===== src/rtl/tsig_join_monitor.sv =====
module tsig_join_monitor (
  input  logic clk,
  input  logic rst,
  input  logic in_a,
  input  logic in_b,
  output logic out_c,
  output logic fault
);

  logic a_q, b_q;
  logic pend_a, pend_b;
  logic ev_a, ev_b;
  logic owed;

  assign ev_a = in_a ^ a_q;
  assign ev_b = in_b ^ b_q;
  assign owed = pend_a & pend_b;

  always_ff @(posedge clk) begin
    if (rst) begin
      a_q    <= 1'b0;
      b_q    <= 1'b0;
      pend_a <= 1'b0;
      pend_b <= 1'b0;
      out_c  <= 1'b0;
      fault  <= 1'b0;
    end else begin
      a_q <= in_a;
      b_q <= in_b;
      if (!fault) begin
        if (owed) begin
          if (ev_a || ev_b) begin
            fault <= 1'b1;
          end else begin
            out_c  <= ~out_c;
            pend_a <= 1'b0;
            pend_b <= 1'b0;
          end
        end else begin
          pend_a <= pend_a ^ ev_a;
          pend_b <= pend_b ^ ev_b;
        end
      end
    end
  end

endmodule



===== config.mk =====
export PLATFORM = sky130hd
export DESIGN_NAME = tsig_join_monitor
export DESIGN_NICKNAME = d
export VERILOG_FILES = /design/src/rtl/tsig_join_monitor.sv
export SDC_FILE = /design/constraint.sdc
export NUM_CORES = 1
export LEC_CHECK = 0
export ABC_CLOCK_PERIOD_IN_PS = 2400
export CAP_MARGIN = 20
export CORE_AREA = 2 2 39 41
export DETAILED_ROUTE_END_ITERATION = 12
export DIE_AREA = 0 0 41 43
export GPL_ROUTABILITY_DRIVEN = 0
export GPL_TIMING_DRIVEN = 0
export SLEW_MARGIN = 20
export SYNTH_ARGS = -nofsm -noshare
export SYNTH_HDL_FRONTEND = slang
export SYNTH_SLANG_ARGS = --single-unit

===== constraint.sdc =====
create_clock -name clk -period 2.4 [get_ports clk]
set_input_delay 0.48 -clock clk [delete_from_list [all_inputs] [get_ports clk]]
set_output_delay 0.48 -clock clk [all_outputs]
set_load 0.1 [all_outputs]

==> results.py <==
metrics = {
    "logic_synthesis": {
        "yosys_warnings": 0,
        "ys_seq_elements": 6,
        "synth_cell_types": 14,
        "synth_cells": 26,
        "seq_area_frac_synth_pct": 42.9,
        "avgSynthCellArea_um2": 10.8,
        "syn_area_um2": 280,
        "syn-num-nets": 30,
    },
    "route": {
        "ant_nets": 0,
        "firstDrtPassIters": 2,
        "wl_per_cell_um": 10.1,
        "wl_met2_um": 237,
        "route.detailed.drc": 0,
        "vias": 218,
        "wl_met1_um": 251,
        "avgViaCountPerCell": 4.36,
        "top_layer": "met3",
        "drt-initial-drc-count": 5,
        "finalWirelength_um": 507,
        "wl_met3_um": 18,
    },
    "clocking": {
        "cts_tree": "done",
        "cts_htree_levels": 1,
        "cts_made_buffers": 3,
        "clkTransAtPathRegs_ns": 0.05,
        "ctsResizeCount": 0,
        "clk_latency_ns": 0.24,
        "clock_path_buffers": 2,
        "root_buffer": "clkbuf_4",
        "clkSinkCount": 6,
        "hold_buffers": 0,
        "cts_setup_buffers": 0,
    },
    "critical_path": {
        "r2r_slack_ns": 1.13,
        "cp-endpoint": "fault",
        "crit_path_max_incr_delay_ns": 1.16,
        "worst_setup_path_end_kind": "primary output",
        "path_max_fanout": 5,
        "rr_startpoint": "b_q",
        "reg2reg_to": "out_c",
        "critPathTopFamily": "buffers and inverters",
        "crit_type": "flop to primary output",
        "worstPathRequired_ns": 1.92,
        "worst_path_max_delay_cell": "clkdlybuf4s50_1",
        "crit_path_start": "fault",
        "r2r_cells": 3,
        "cp_num_buf_inv": 1,
        "critPathLaunchType": "flop",
        "arrival_ns": 1.80,
        "cp_num_cells": 1,
        "cp_cell_sequence": "clkdlybuf4s50_1",
    },
    "timing": {
        "rsz0062_at_grt": "no",
        "clock_skew_ns": 0.00469,
        "period_minus_slack_ns": 2.28,
        "slew_viol_final": 0,
        "max_freq_mhz": 438,
        "hold_viol_final": 0,
        "max_slew_margin_pct": 35.7,
        "post-route-period-util_pct": 95.1,
        "setup_ws_ns": 0.118,
        "setup_viol": 0,
        "tightest_slew_ns": 0.961,
        "tns_ns": 0,
    },
    "cells_and_area": {
        "drive_above_1_share_pct": 20.6,
        "fin_util_pct": 26.9,
        "fin_area_um2": 373,
        "regArea_um2": 120,
        "fillers": 139,
        "antenna_cells": 0,
        "synthToLayoutAreaGrowth_pct": 33.0,
        "fin_nets": 40,
        "multiInputGateArea_um2": 156,
        "final_cells": 50,
    },
    "floorplan": {
        "io_pins": 6,
        "core-area_um2": 1380,
        "initial_utilization_pct": 20.3,
        "rows": 14,
        "die_w_um": 41,
        "fp.dieH_um": 43,
        "die_area_um2": 1760,
    },
    "grt": {
        "grt_start_max_net_pins": 8,
        "overflow": 0,
        "antenna_found_initial": 0,
        "first_global_vias": 199,
        "grt_pass1_wl_um": 828,
        "track_usage_pct": 7.65,
    },
    "power": {
        "sequentialPowerShare_pct": 44.9,
        "peakVddDrop_mv": 0.246,
        "cellLeakagePower_nw": 0.136,
        "clock_power_share_pct": 36.1,
        "power.density_nw_per_um2": 702,
        "switching_share_pct": 28.9,
        "power_frac_comb_pct": 19.0,
        "internal-power_mw": 0.186,
        "net-switching-power_mw": 0.0756,
    },
    "min_path": {
        "hp-class": "flop to flop",
        "worst_hold_startpoint": "out_c",
        "hold_depth": 2,
    },
    "outcome": {
        "status": "finished clean",
    },
    "placement": {
        "place.port_buffers": 5,
        "dpl_cell_area_um2": 350,
        "preCtsSetupSlack_ns": 0.369,
        "dp_cells": 47,
    },
    "run": {
        "maxCapViolations": 0,
    },
}
power groups by stage:
stage                     combinational [mW]  clock [mW]  sequential (mW)
after CTS                             0.0499       0.100            0.117
final                                 0.0496      0.0946            0.117
after floorplan                       0.0239           0            0.129
after detailed placement              0.0492           0            0.119
after global placement                0.0484           0            0.119
after global routing                  0.0544       0.107            0.118
cell families after synthesis:
family	count (synthesis)	synth area share, %
muxes	1	4.02
buffers and inverters	1	1.34
and+or+nand+nor	12	32.1
DFF	6	42.9
AOI/OAI and AO/OA	4	8.04
xor gates and xnor gates	2	11.6
layout by cell type (no fill, tap or decap), drive strengths merged:
master,instances
and4b,2
dfxtp,6
inv,1
nor4,3
nor2,1
a21oi,3
clkdlybuf4s50,5
nor2b,3
nand2,1
nor4b,2
mux2,1
clkbuf,3
xor2,2
o21bai,1
flip-flops by register name, summed over array words and instances (netlist names):
signal  flops
a_q         1
b_q         1
fault       1
out_c       1
pend_a      1
pend_b      1
worst min-delay path by stage:
stage                        end  slack (ns)
after global placement     out_c        0.53
after floorplan           pend_b        0.51
after CTS                  out_c        0.56
after global routing      pend_a        0.60
after detailed placement   out_c        0.55
final                      out_c        0.55
cells in the mapped netlist:
library cell  number  share of area (%)
a21oi_1            3                5.4
and4b_1            1                3.6
and4b_2            1                4.0
dfxtp_1            6                 43
inv_1              1                1.3
mux2_1             1                4.0
nand2_1            1                1.3
nor2_1             1                1.3
nor2b_1            3                6.7
nor4_1             2                4.5
nor4_2             1                4.5
nor4b_1            2                6.3
o21bai_1           1                2.7
xor2_2             2                 12
layout make-up:
cell class | count | area share, %
flip-flops and latches | 6 | 32.2
clock buffers | 3 | 6.04
well taps | 16 | 5.37
multi-input cells | 19 | 41.9
inverters | 1 | 1.01
repair buffers | 5 | 13.4
routing by layer:
layer | vias up | track usage [%]
met5 | - | 0
met4 | 0 | 8.00
met3 | 0 | 3.14
met2 | 3 | 8.75
met1 | 103 | 9.71
li1 | 112 | -
stage by stage:
stage          hold slack, ns  power [mW]
2_1_floorplan           0.510       0.152
3_3_place_gp            0.532       0.167
3_5_place_dp            0.548       0.168
4_1_cts                 0.560       0.267
5_1_grt                 0.601       0.279
6_report                0.555       0.262
(Power assumes the default switching activity.)
